<file path="config.mk">
export PLATFORM = sky130hd
export DESIGN_NAME = irq_vec_ctrl
export DESIGN_NICKNAME = d
export VERILOG_FILES = /design/src/rtl/irq_vec_pkg.sv /design/src/rtl/irq_pin_sync.sv /design/src/rtl/irq_src_flags.sv /design/src/rtl/irq_resolve.sv /design/src/rtl/irq_level_track.sv /design/src/rtl/irq_vec_ctrl.sv
export SDC_FILE = /design/constraint.sdc
export NUM_CORES = 1
export LEC_CHECK = 0
export BUFFER_PORTS_ARGS = -buffer_cell sky130_fd_sc_hd__buf_2
export CAP_MARGIN = 20
export CORE_UTILIZATION = 35
export DETAILED_ROUTE_END_ITERATION = 12
export HOLD_SLACK_MARGIN = 0.08
export MAX_ROUTING_LAYER = met4
export PLACE_DENSITY_LB_ADDON = 0.25
export SLEW_MARGIN = 40
export SYNTH_ARGS = -nofsm -noshare
export SYNTH_HDL_FRONTEND = slang
export SYNTH_SLANG_ARGS = --single-unit
</file>
<file path="constraint.sdc">
create_clock -name clk -period 1.4 [get_ports clk]
set_clock_uncertainty 0.05 [all_clocks]
set_input_delay 0.28 -clock clk [delete_from_list [all_inputs] [get_ports clk]]
set_output_delay 0.28 -clock clk [all_outputs]
set_load 0.01 [all_outputs]
</file>
<file path="src/rtl/irq_vec_pkg.sv">
package irq_vec_pkg;
  localparam int NSRC   = 5;
  localparam int NEXT   = 2;
  localparam int IDX_W  = $clog2(NSRC);

  // source order is the polling order (index 0 wins ties)
  localparam int SRC_EXT0 = 0;
  localparam int SRC_TMR0 = 1;
  localparam int SRC_EXT1 = 2;
  localparam int SRC_TMR1 = 3;
  localparam int SRC_SER  = 4;

  // sources whose flag is dropped when their call is issued
  localparam logic [NSRC-1:0] CLR_ON_CALL = 5'b01111;

  typedef enum logic [1:0] {
    SEL_ENA  = 2'd0,
    SEL_PRI  = 2'd1,
    SEL_MODE = 2'd2,
    SEL_NONE = 2'd3
  } reg_sel_e;

  typedef enum logic [1:0] {
    LVL_LO = 2'b01,
    LVL_HI = 2'b10
  } lvl_e;
endpackage

</file>
<file path="src/rtl/irq_pin_sync.sv">
module irq_pin_sync #(
  parameter int STAGES = 2
) (
  input  logic clk,
  input  logic rst_n,
  input  logic din,
  output logic dout
);
  logic [STAGES-1:0] sh_q;
  logic [STAGES-1:0] sh_d;

  always_comb begin
    sh_d = {sh_q[STAGES-2:0], din};
  end

  // pins idle high, so reset to 1 avoids a false falling edge
  always_ff @(posedge clk or negedge rst_n) begin
    if (!rst_n) sh_q <= '1;
    else        sh_q <= sh_d;
  end

  assign dout = sh_q[STAGES-1];
endmodule

</file>
<file path="src/rtl/irq_src_flags.sv">
module irq_src_flags
  import irq_vec_pkg::*;
#(
  parameter int SYNC_STAGES = 2
) (
  input  logic            clk,
  input  logic            rst_n,
  input  logic [NEXT-1:0] ext_pin_n,
  input  logic [NEXT-1:0] ext_mode,
  input  logic [NEXT-1:0] tmr_ovf,
  input  logic            ser_req,
  input  logic [NSRC-1:0] clr_mask,
  output logic [NSRC-1:0] req
);
  // external i sits at index 2*i, its timer at 2*i+1
  for (genvar i = 0; i < NEXT; i++) begin : g_pair
    logic pin_s;
    logic prev_q, prev_d;
    logic eflag_q, eflag_d;
    logic tflag_q, tflag_d;
    logic fall;

    irq_pin_sync #(.STAGES(SYNC_STAGES)) u_sync (
      .clk  (clk),
      .rst_n(rst_n),
      .din  (ext_pin_n[i]),
      .dout (pin_s)
    );

    always_comb begin
      fall    = prev_q & ~pin_s;
      prev_d  = pin_s;
      eflag_d = (fall & ext_mode[i]) | (eflag_q & ~clr_mask[2*i]);
      tflag_d = tmr_ovf[i] | (tflag_q & ~clr_mask[2*i+1]);
    end

    always_ff @(posedge clk or negedge rst_n) begin
      if (!rst_n) begin
        prev_q  <= 1'b1;
        eflag_q <= 1'b0;
        tflag_q <= 1'b0;
      end else begin
        prev_q  <= prev_d;
        eflag_q <= eflag_d;
        tflag_q <= tflag_d;
      end
    end

    assign req[2*i]   = ext_mode[i] ? eflag_q : ~pin_s;
    assign req[2*i+1] = tflag_q;
  end

  assign req[SRC_SER] = ser_req;
endmodule

</file>
<file path="src/rtl/irq_resolve.sv">
module irq_resolve
  import irq_vec_pkg::*;
(
  input  logic [NSRC-1:0]  pend,
  input  logic [NSRC-1:0]  prio,
  output logic             any,
  output logic             win_hi,
  output logic [IDX_W-1:0] win_idx
);
  logic [NSRC-1:0] hi_set, lo_set, pick;

  always_comb begin
    hi_set  = pend & prio;
    lo_set  = pend & ~prio;
    win_hi  = |hi_set;
    pick    = win_hi ? hi_set : lo_set;
    any     = |pend;
    win_idx = '0;
    for (int i = NSRC - 1; i >= 0; i--) begin
      if (pick[i]) win_idx = IDX_W'(i);
    end
  end
endmodule

</file>
<file path="src/rtl/irq_level_track.sv">
module irq_level_track
  import irq_vec_pkg::*;
(
  input  logic       clk,
  input  logic       rst_n,
  input  logic       set_en,
  input  logic       set_hi,
  input  logic       reti,
  input  logic       win_hi,
  output logic       grant_ok,
  output logic [1:0] busy
);
  logic [1:0] busy_q, busy_d;

  always_comb begin
    busy_d = busy_q;
    if (reti) begin
      if (busy_q[1]) busy_d[1] = 1'b0;
      else           busy_d[0] = 1'b0;
    end
    if (set_en) busy_d = busy_d | (set_hi ? LVL_HI : LVL_LO);
    // high may only enter when high is idle; low needs both idle
    grant_ok = win_hi ? ~busy_q[1] : (busy_q == 2'b00);
  end

  always_ff @(posedge clk or negedge rst_n) begin
    if (!rst_n) busy_q <= 2'b00;
    else        busy_q <= busy_d;
  end

  assign busy = busy_q;
endmodule

</file>
<file path="src/rtl/irq_vec_ctrl.sv">
module irq_vec_ctrl
  import irq_vec_pkg::*;
#(
  parameter int SYNC_STAGES = 2,
  parameter int ADDR_W      = 16,
  parameter int REG_W       = 8,
  parameter int VEC_BASE    = 3,
  parameter int VEC_STEP    = 8,
  parameter int GEN_BIT     = 7
) (
  input  logic              clk,
  input  logic              rst_n,
  input  logic              mc_stb,
  input  logic              reti_p,
  input  logic              reg_we,
  input  logic [1:0]        reg_sel,
  input  logic [REG_W-1:0]  reg_wdata,
  input  logic [NEXT-1:0]   ext_pin_n,
  input  logic [NEXT-1:0]   tmr_ovf,
  input  logic              ser_req,
  output logic              call_req,
  output logic [ADDR_W-1:0] call_vec,
  output logic [1:0]        lvl_busy
);
  // reset: asserted asynchronously, released on a clock edge
  logic [1:0] rsync_q;
  logic       rst_i_n;

  always_ff @(posedge clk or negedge rst_n) begin
    if (!rst_n) rsync_q <= 2'b00;
    else        rsync_q <= {rsync_q[0], 1'b1};
  end
  assign rst_i_n = rsync_q[1];

  // configuration registers
  logic [NSRC-1:0] ena_q, ena_d, pri_q, pri_d;
  logic [NEXT-1:0] mode_q, mode_d;
  logic            gen_q, gen_d;
  logic            wr_ena, wr_pri, wr_mode;

  always_comb begin
    wr_ena  = reg_we & (reg_sel == SEL_ENA);
    wr_pri  = reg_we & (reg_sel == SEL_PRI);
    wr_mode = reg_we & (reg_sel == SEL_MODE);
    ena_d   = wr_ena  ? reg_wdata[NSRC-1:0] : ena_q;
    gen_d   = wr_ena  ? reg_wdata[GEN_BIT]  : gen_q;
    pri_d   = wr_pri  ? reg_wdata[NSRC-1:0] : pri_q;
    mode_d  = wr_mode ? reg_wdata[NEXT-1:0] : mode_q;
  end

  always_ff @(posedge clk or negedge rst_i_n) begin
    if (!rst_i_n) begin
      ena_q  <= '0;
      gen_q  <= 1'b0;
      pri_q  <= '0;
      mode_q <= '0;
    end else begin
      ena_q  <= ena_d;
      gen_q  <= gen_d;
      pri_q  <= pri_d;
      mode_q <= mode_d;
    end
  end

  // request flags
  logic [NSRC-1:0] req, clr_mask;

  irq_src_flags #(.SYNC_STAGES(SYNC_STAGES)) u_flags (
    .clk      (clk),
    .rst_n    (rst_i_n),
    .ext_pin_n(ext_pin_n),
    .ext_mode (mode_q),
    .tmr_ovf  (tmr_ovf),
    .ser_req  (ser_req),
    .clr_mask (clr_mask),
    .req      (req)
  );

  // blocking window: any return or enable/priority write within the
  // machine cycle that closes at the next strobe
  logic blk_q, blk_d, blk_now;

  always_comb begin
    blk_now = blk_q | reti_p | wr_ena | wr_pri;
    blk_d   = mc_stb ? 1'b0 : blk_now;
  end

  always_ff @(posedge clk or negedge rst_i_n) begin
    if (!rst_i_n) blk_q <= 1'b0;
    else          blk_q <= blk_d;
  end

  // sampled requests, polled at the following strobe
  logic [NSRC-1:0]  smp_q, smp_d;
  logic             any, win_hi, grant_ok, fire;
  logic [IDX_W-1:0] win_idx;

  irq_resolve u_res (
    .pend   (smp_q),
    .prio   (pri_q),
    .any    (any),
    .win_hi (win_hi),
    .win_idx(win_idx)
  );

  irq_level_track u_lvl (
    .clk     (clk),
    .rst_n   (rst_i_n),
    .set_en  (fire),
    .set_hi  (win_hi),
    .reti    (reti_p),
    .win_hi  (win_hi),
    .grant_ok(grant_ok),
    .busy    (lvl_busy)
  );

  always_comb begin
    fire     = mc_stb & any & grant_ok & ~blk_now;
    clr_mask = '0;
    if (fire) clr_mask[win_idx] = CLR_ON_CALL[win_idx];
    smp_d    = mc_stb ? (req & ena_q & {NSRC{gen_q}} & ~clr_mask) : smp_q;
  end

  always_ff @(posedge clk or negedge rst_i_n) begin
    if (!rst_i_n) smp_q <= '0;
    else          smp_q <= smp_d;
  end

  // call output
  logic              call_q;
  logic [ADDR_W-1:0] vec_q, vec_d;

  always_comb begin
    vec_d = fire ? (ADDR_W'(VEC_BASE) + ADDR_W'(win_idx) * ADDR_W'(VEC_STEP)) : vec_q;
  end

  always_ff @(posedge clk or negedge rst_i_n) begin
    if (!rst_i_n) begin
      call_q <= 1'b0;
      vec_q  <= '0;
    end else begin
      call_q <= fire;
      vec_q  <= vec_d;
    end
  end

  assign call_req = call_q;
  assign call_vec = vec_q;
endmodule

</file>
==> results of run 1 <==
## worst register-to-register path, cell delays in order, from the launching register on
cell,delay (ns)
dfrtp_1,0.44
a222oi_1,0.09
buf_4,0.16
buf_4,0.12
a32o_2,0.26
o31a_4,0.31
mux2_2,0.27
## state kept, by name (all words and copies together) (netlist names)
register	count
u_flags.g_pair.prev_q	2
pri_q	5
ena_q	5
blk_q	1
mode_q	2
u_flags.g_pair.u_sync.sh_q	4
u_flags.g_pair.tflag_q	2
call_vec	4
call_req	1
smp_q	5
u_flags.g_pair.eflag_q	2
gen_q	1
u_lvl.busy	2
rsync_q	2
## timing repair
action,in CTS,in global routing
pin swaps,7,8
hold buffers,3,0
buffers inserted,5,3
gates resized for setup,5,10
cloned,0,0
endpoints found under the hold margin,4,0
endpoints found under the setup margin,15,15
## layout make-up
type                            instances  area [µm²]
Sequential cell                        38         958
Tap cell                               67        83.8
Fill cell                             432        2400
Inverter                                6        22.5
Clock buffer                            6        82.6
Multi-Input combinational cell         95         746
Timing Repair Buffer                   62         422
Clock inverter                          2        12.5
## synth_stat cells (all sizes together), types with 3 or more instances
cell type	number	area share, %
a41o	3	1.8
buf	12	5.3
inv	6	1.3
dfstp	6	9.2
mux2	16	11
nand3	3	0.88
nand3b	3	1.3
nor2b	3	1.1
nor2	3	0.66
or2	3	1.1
o21ai	7	2.0
dfrtp	32	47
nand2	8	1.8
a21oi	3	1.1
and2	4	1.5
## cells by family (layout without fill, tap and decap cells)
| group | Yosys count | in the layout | share of synthesized area [%] |
|---|---|---|---|
| buffers and inverters | 18 | 76 | 6.57 |
| other | 2 | 12 | 0.438 |
| AO/OA/AOI/OAI | 34 | 34 | 15.8 |
| flip-flops | 38 | 38 | 55.9 |
| AND/OR/NAND/NOR | 33 | 33 | 10.8 |
| multiplexers | 16 | 16 | 10.5 |
## power by group
group | switching, µW | leakage (µW) | internal, µW | total (µW)
registers | 119 | 0.000445 | 1280 | 1400
clock network | 380 | 0.0000472 | 395 | 776
logic | 481 | 0.000604 | 575 | 1060
## metal layers
layer | vias to the layer above | wire length, µm | GRT usage, %
met4 | 0 | 57 | 5.88
met1 | 641 | 1790 | 21.0
met5 | - | 0 | -
met2 | 34 | 1860 | 27.4
met3 | 6 | 144 | 3.75
li1 | 626 | - | -
## how the worst max path moves through the flow
stage	start	endpoint	slack (ns)	cells after the start
global route	pri_q[4]$_DFFE_PN0P_	smp_q[1]$_DFFE_PN0P_	-0.47	7
global placement	smp_q[2]$_DFFE_PN0P_	smp_q[2]$_DFFE_PN0P_	-0.51	6
detailed placement	smp_q[2]$_DFFE_PN0P_	smp_q[3]$_DFFE_PN0P_	-0.47	5
finish	smp_q[0]$_DFFE_PN0P_	call_vec[3]$_DFFE_PN0P_	-0.41	6
floorplan	smp_q[4]$_DFFE_PN0P_	smp_q[1]$_DFFE_PN0P_	-0.37	5
CTS	smp_q[4]$_DFFE_PN0P_	smp_q[1]$_DFFE_PN0P_	-0.40	6
## per-stage QoR
| stage | TNS, ns | power, µW |
|---|---|---|
| 2_1_floorplan | -4.31 | 1920 |
| 4_1_cts | -4.99 | 3180 |
| 3_3_place_gp | -6.22 | 2310 |
| 6_report | -5.17 | 3230 |
| 3_5_place_dp | -6.24 | 2320 |
| 5_1_grt | -5.92 | 3420 |
==> impl_metrics.tcl, run 1 <==
set metrics [dict create \
    outcome "finished, violations left" \
    violations "negative setup slack" \
    post-route-util_pct 49.3 \
    antenna_cells 0 \
    dp_slack_ns -0.473 \
    period_share_pct 129 \
    async_flop_share_pct 100 \
    vias_per_cell 4.74 \
    grt_pass1_vias 1360 \
    syn2layout_area_growth_pct 35.8 \
    reg2reg_slack_ns -0.41 \
    cp.required_ns 1.52 \
    grt-ovfl-total 0 \
    min_to "u_flags.g_pair[1].tflag_q$_DFF_PN0_" \
    ys_seq_area_share_pct 55.9 \
    row_count 25 \
    layout_commonest_cell "dfrtp_1" \
    finalNonFillerCells 276 \
    ant_nets 0 \
    synth_seq_cells 38 \
    cts-buffers-inserted 5 \
    cellLeakagePower_uw 0.00110 \
    syn_inst 141 \
    synth_flop_cell "dfrtp_1" \
    synth.distinct_cells 39 \
    boundaryPins 39 \
    insertion_delay_ns 0.29 \
    worstPathArrival_ns 1.93 \
    min_path_cells 2 \
    max_freq_mhz 552 \
    holdWs_ns 0.117 \
    core-area_um2 4720 \
    cp_max_fo 5 \
    crit_path_end_kind "flop" \
    die_w_um 72.0 \
    grt_first_pass_wirelength_um 6380 \
    worstSetupPathType "flop to flop" \
    drt_iter0_markers 68 \
    yosysWarningCount 0 \
    route.detailed.drc 0 \
    hp-start "tmr_ovf[1]" \
    via_count 1307 \
    cts.clk_slew.worst_paths_ns 0.07 \
    holdCritPathClass "primary input to flop" \
    grt_max_degree 36 \
    layout_common_cells "32 x dfrtp_1, 31 x buf_4, 25 x buf_2, 16 x mux2_2, 12 x conb_1" \
    dr.pass1.iters 4 \
    clockRootBuffer "clkbuf_8" \
    wl_um 3850 \
    crit_family "compound AO/OA/AOI/OAI gates" \
    setup_viol 15 \
    crit_buf_inv 2 \
    pwr_density_cell_nw_per_um2 1390 \
    finalInstanceArea_um2 2330 \
    antenna_found_initial 0 \
    syn_area_um2 1710 \
    r2r-end "call_vec[3]$_DFFE_PN0P_" \
    tritoncts "built" \
    r2r_start "smp_q[0]$_DFFE_PN0P_" \
    htreeDepth 2 \
    design.die.area_um2 5180 \
    place_area_um2 2080 \
    avgSynthCellArea_um2 12.2 \
    rr_worst_depth 6 \
    grt_use_total_pct 16.9 \
    nets 228 \
    place.gp.congestion 0.824 \
    hpwl_um 2830 \
    slowest_stage "dfrtp_1" \
    critPathMostFrequentCell "buf_4" \
    wire_per_inst_um 13.9 \
    ir_drop_v 0.000837 \
    io_buffers 25 \
    clkSinkCount 38 \
    slew_violations 0 \
    clockBufferDepth 2 \
    rsz0062_at_grt "yes" \
    crit_path_max_incr_delay_ns 0.44 \
    initial_core_util_pct 36.3 \
    startpoint_type "flop" \
    synth_edf_count 0 \
    hold_violations 0 \
    fp.dieH_um 72.0 \
    fin_ws_ns -0.411 \
    period_needed_ns 1.81 \
    path_cells "a222oi_1 -> buf_4 -> buf_4 -> a32o_2 -> o31a_4 -> mux2_2" \
    dp_cells 258 \
    layout-drive-gt1-share_pct 49.8 \
    maxCapViolCount 0 \
]
No activity file was read; power rests on OpenSTA's default activity.
==> inputs of run 2 (changes only) <==
--- a/config.mk
+++ b/config.mk
@@ -9,9 +9,10 @@
 export CAP_MARGIN = 20
 export CORE_UTILIZATION = 35
 export DETAILED_ROUTE_END_ITERATION = 12
-export HOLD_SLACK_MARGIN = 0.08
+export HOLD_SLACK_MARGIN = 0.03
 export MAX_ROUTING_LAYER = met4
 export PLACE_DENSITY_LB_ADDON = 0.25
+export SKIP_LAST_GASP = 1
 export SLEW_MARGIN = 40
 export SYNTH_ARGS = -nofsm -noshare
 export SYNTH_HDL_FRONTEND = slang
==> run 2 against run 1 <==
Net effect:
- the flow still finishes with violations (negative setup slack)
- first-iteration DRC count down 18%
- global-route usage stayed put
- count of clock-buffer cells in the layout did not move
- flip-flop and latch count unchanged
- utilization stayed put
- worst hold slack is essentially flat
- largest cell class unchanged
- highest routed layer unchanged
==> impl_metrics.tcl, run 2 (synthesis gave the netlist of run 1 again) <==
set metrics [dict create \
    io_buffers 25 \
    path_cells "a222oi_1 -> buf_4 -> buf_4 -> a32o_2 -> o31a_4 -> mux2_2" \
    p_seq_share_pct 43.3 \
    multi_input_area_um2 746 \
    crit_path_max_incr_delay_ns 0.43 \
    boundaryPins 39 \
    register_area_um2 958 \
    pwr-share-comb_pct 32.8 \
    drt_iter0_markers 56 \
    tritoncts "built" \
    holdCritPathClass "primary input to flop" \
    initial_core_util_pct 36.3 \
    hold_violations 0 \
    grt_first_pass_wirelength_um 6380 \
    swShare_pct 30.2 \
    clkSinkCount 38 \
    crit_path_end_kind "flop" \
    period_needed_ns 1.80 \
    clockBufferDepth 2 \
    final.fill_count 434 \
    ir_drop_v 0.000836 \
    die_w_um 72.0 \
    hpwl_um 2830 \
    layout_common_cells "34 x buf_4, 32 x dfrtp_1, 25 x buf_2, 16 x mux2_2, 12 x conb_1" \
    min_path_cells 2 \
    cp_max_fo 5 \
    rsz0062_at_grt "yes" \
    power_frac_clock_pct 23.9 \
    nets 229 \
    period_share_pct 129 \
    fp.dieH_um 72.0 \
    place.gp.congestion 0.824 \
    grt_use_total_pct 16.9 \
    largestRegisters "ena_q x5, pri_q x5, smp_q x5" \
    dp_cells 258 \
    via_count 1303 \
    outcome "finished, violations left" \
    design.die.area_um2 5180 \
    power_switching_uw 979 \
    insertion_delay_ns 0.29 \
    setup_viol 15 \
    cts.clk_slew.worst_paths_ns 0.07 \
    layout-drive-gt1-share_pct 50.5 \
    antenna_found_initial 0 \
    intPower_uw 2260 \
    worstSetupPathType "flop to flop" \
    fin_ws_ns -0.401 \
    row_count 25 \
    grt_max_degree 36 \
    startpoint_type "flop" \
    htreeDepth 2 \
    pwr_density_cell_nw_per_um2 1390 \
    dr.pass1.iters 4 \
    clockRootBuffer "clkbuf_8" \
    cellLeakagePower_uw 0.00110 \
    maxCapViolCount 0 \
    layout_commonest_cell "buf_4" \
    cts-buffers-inserted 5 \
    core-area_um2 4720 \
    ant_nets 0 \
    finalNonFillerCells 277 \
    route.detailed.drc 0 \
    cp.required_ns 1.52 \
    syn2layout_area_growth_pct 35.8 \
    grt_pass1_vias 1360 \
    finalInstanceArea_um2 2330 \
    grt-ovfl-total 0 \
    place_area_um2 2080 \
    antenna_cells 0 \
    slew_violations 0 \
    wl_um 3830 \
    max_freq_mhz 555 \
    violations "negative setup slack" \
    finalPower_uw 3240 \
    critPathMostFrequentCell "buf_4" \
    rr_worst_depth 6 \
    slowest_stage "dfrtp_1" \
    vias_per_cell 4.70 \
    wire_per_inst_um 13.8 \
    worstPathArrival_ns 1.92 \
]
[run 2: cell types whose count changed in the layout (fill, tap and decap cells not counted), sizes merged]
cell / change
buf: +1
[run 2: per-layer routing]
metal / vias up / wire length, µm / GRT usage (%)
met2: 31 / 1840 / 27.4
met4: 0 / 57 / 5.88
met3: 6 / 138 / 3.75
met1: 638 / 1790 / 21.0
li1: 628 / - / -
met5: - / 0 / -
[run 2: layout make-up]
cell class                      instances  share of cell area (%)
Clock inverter                          2                   0.538
Tap cell                               67                    3.60
Inverter                                6                   0.968
Multi-Input combinational cell         95                    32.0
Clock buffer                            6                    3.55
Timing Repair Buffer                   63                    18.1
Sequential cell                        38                    41.2
[run 2: path summary, 6_finish.rpt]
kind / startpoint / end / slack [ns]
setup reg to reg: smp_q[0]$_DFFE_PN0P_ / call_vec[3]$_DFFE_PN0P_ / -0.40
hold / removal: tmr_ovf[1] / u_flags.g_pair[1].tflag_q$_DFF_PN0_ / 0.12
hold reg to reg: rsync_q[1]$_DFF_PN0_ / u_flags.g_pair[0].u_sync.sh_q[0]$_DFF_PN1_ / 0.15
min in group asynchronous: rsync_q[1]$_DFF_PN0_ / u_flags.g_pair[0].u_sync.sh_q[0]$_DFF_PN1_ / 0.15
max in group asynchronous: rsync_q[1]$_DFF_PN0_ / u_flags.g_pair[1].u_sync.sh_q[1]$_DFF_PN1_ / 0.70
setup / recovery: smp_q[0]$_DFFE_PN0P_ / call_vec[3]$_DFFE_PN0P_ / -0.40
[run 2: metrics by stage]
step / hold slack, ns / utilization [%] / TNS, ns / setup slack [ns]
2_1_floorplan: -0.0656 / - / -4.31 / -0.374
3_3_place_gp: 0.0146 / 44.0 / -6.22 / -0.514
3_5_place_dp: 0.0166 / 44.0 / -6.24 / -0.473
4_1_cts: 0.116 / 48.1 / -5.02 / -0.404
5_1_grt: 0.117 / 49.3 / -5.90 / -0.477
6_report: 0.117 / 49.3 / -5.06 / -0.401
[run 2: power groups by stage]
stage	sequential (µW)	combinational (µW)	clock, µW
after floorplan	1450	467	0
final	1400	1060	775
after global placement	1410	892	0
after detailed placement	1420	896	0
after global routing	1420	1160	844
after CTS	1400	978	800
[run 2: critical path, delay by kind of cell (launching register included)]
kind | cells | cell delay [ns]
AO/OA/AOI/OAI | 3 | 0.65
buffers and inverters | 2 | 0.28
multiplexers | 1 | 0.27
flip-flops | 1 | 0.43
[run 2: timing repair]
| item | 4_1_cts | 5_1_grt |
|---|---|---|
| gates cloned | 0 | 0 |
| hold buffers | 3 | 0 |
| setup buffers | 5 | 3 |
| pin swaps | 6 | 9 |
| hold endpoints to repair | 4 | 0 |
| endpoints found under the setup margin | 15 | 15 |
| resized for setup | 5 | 9 |
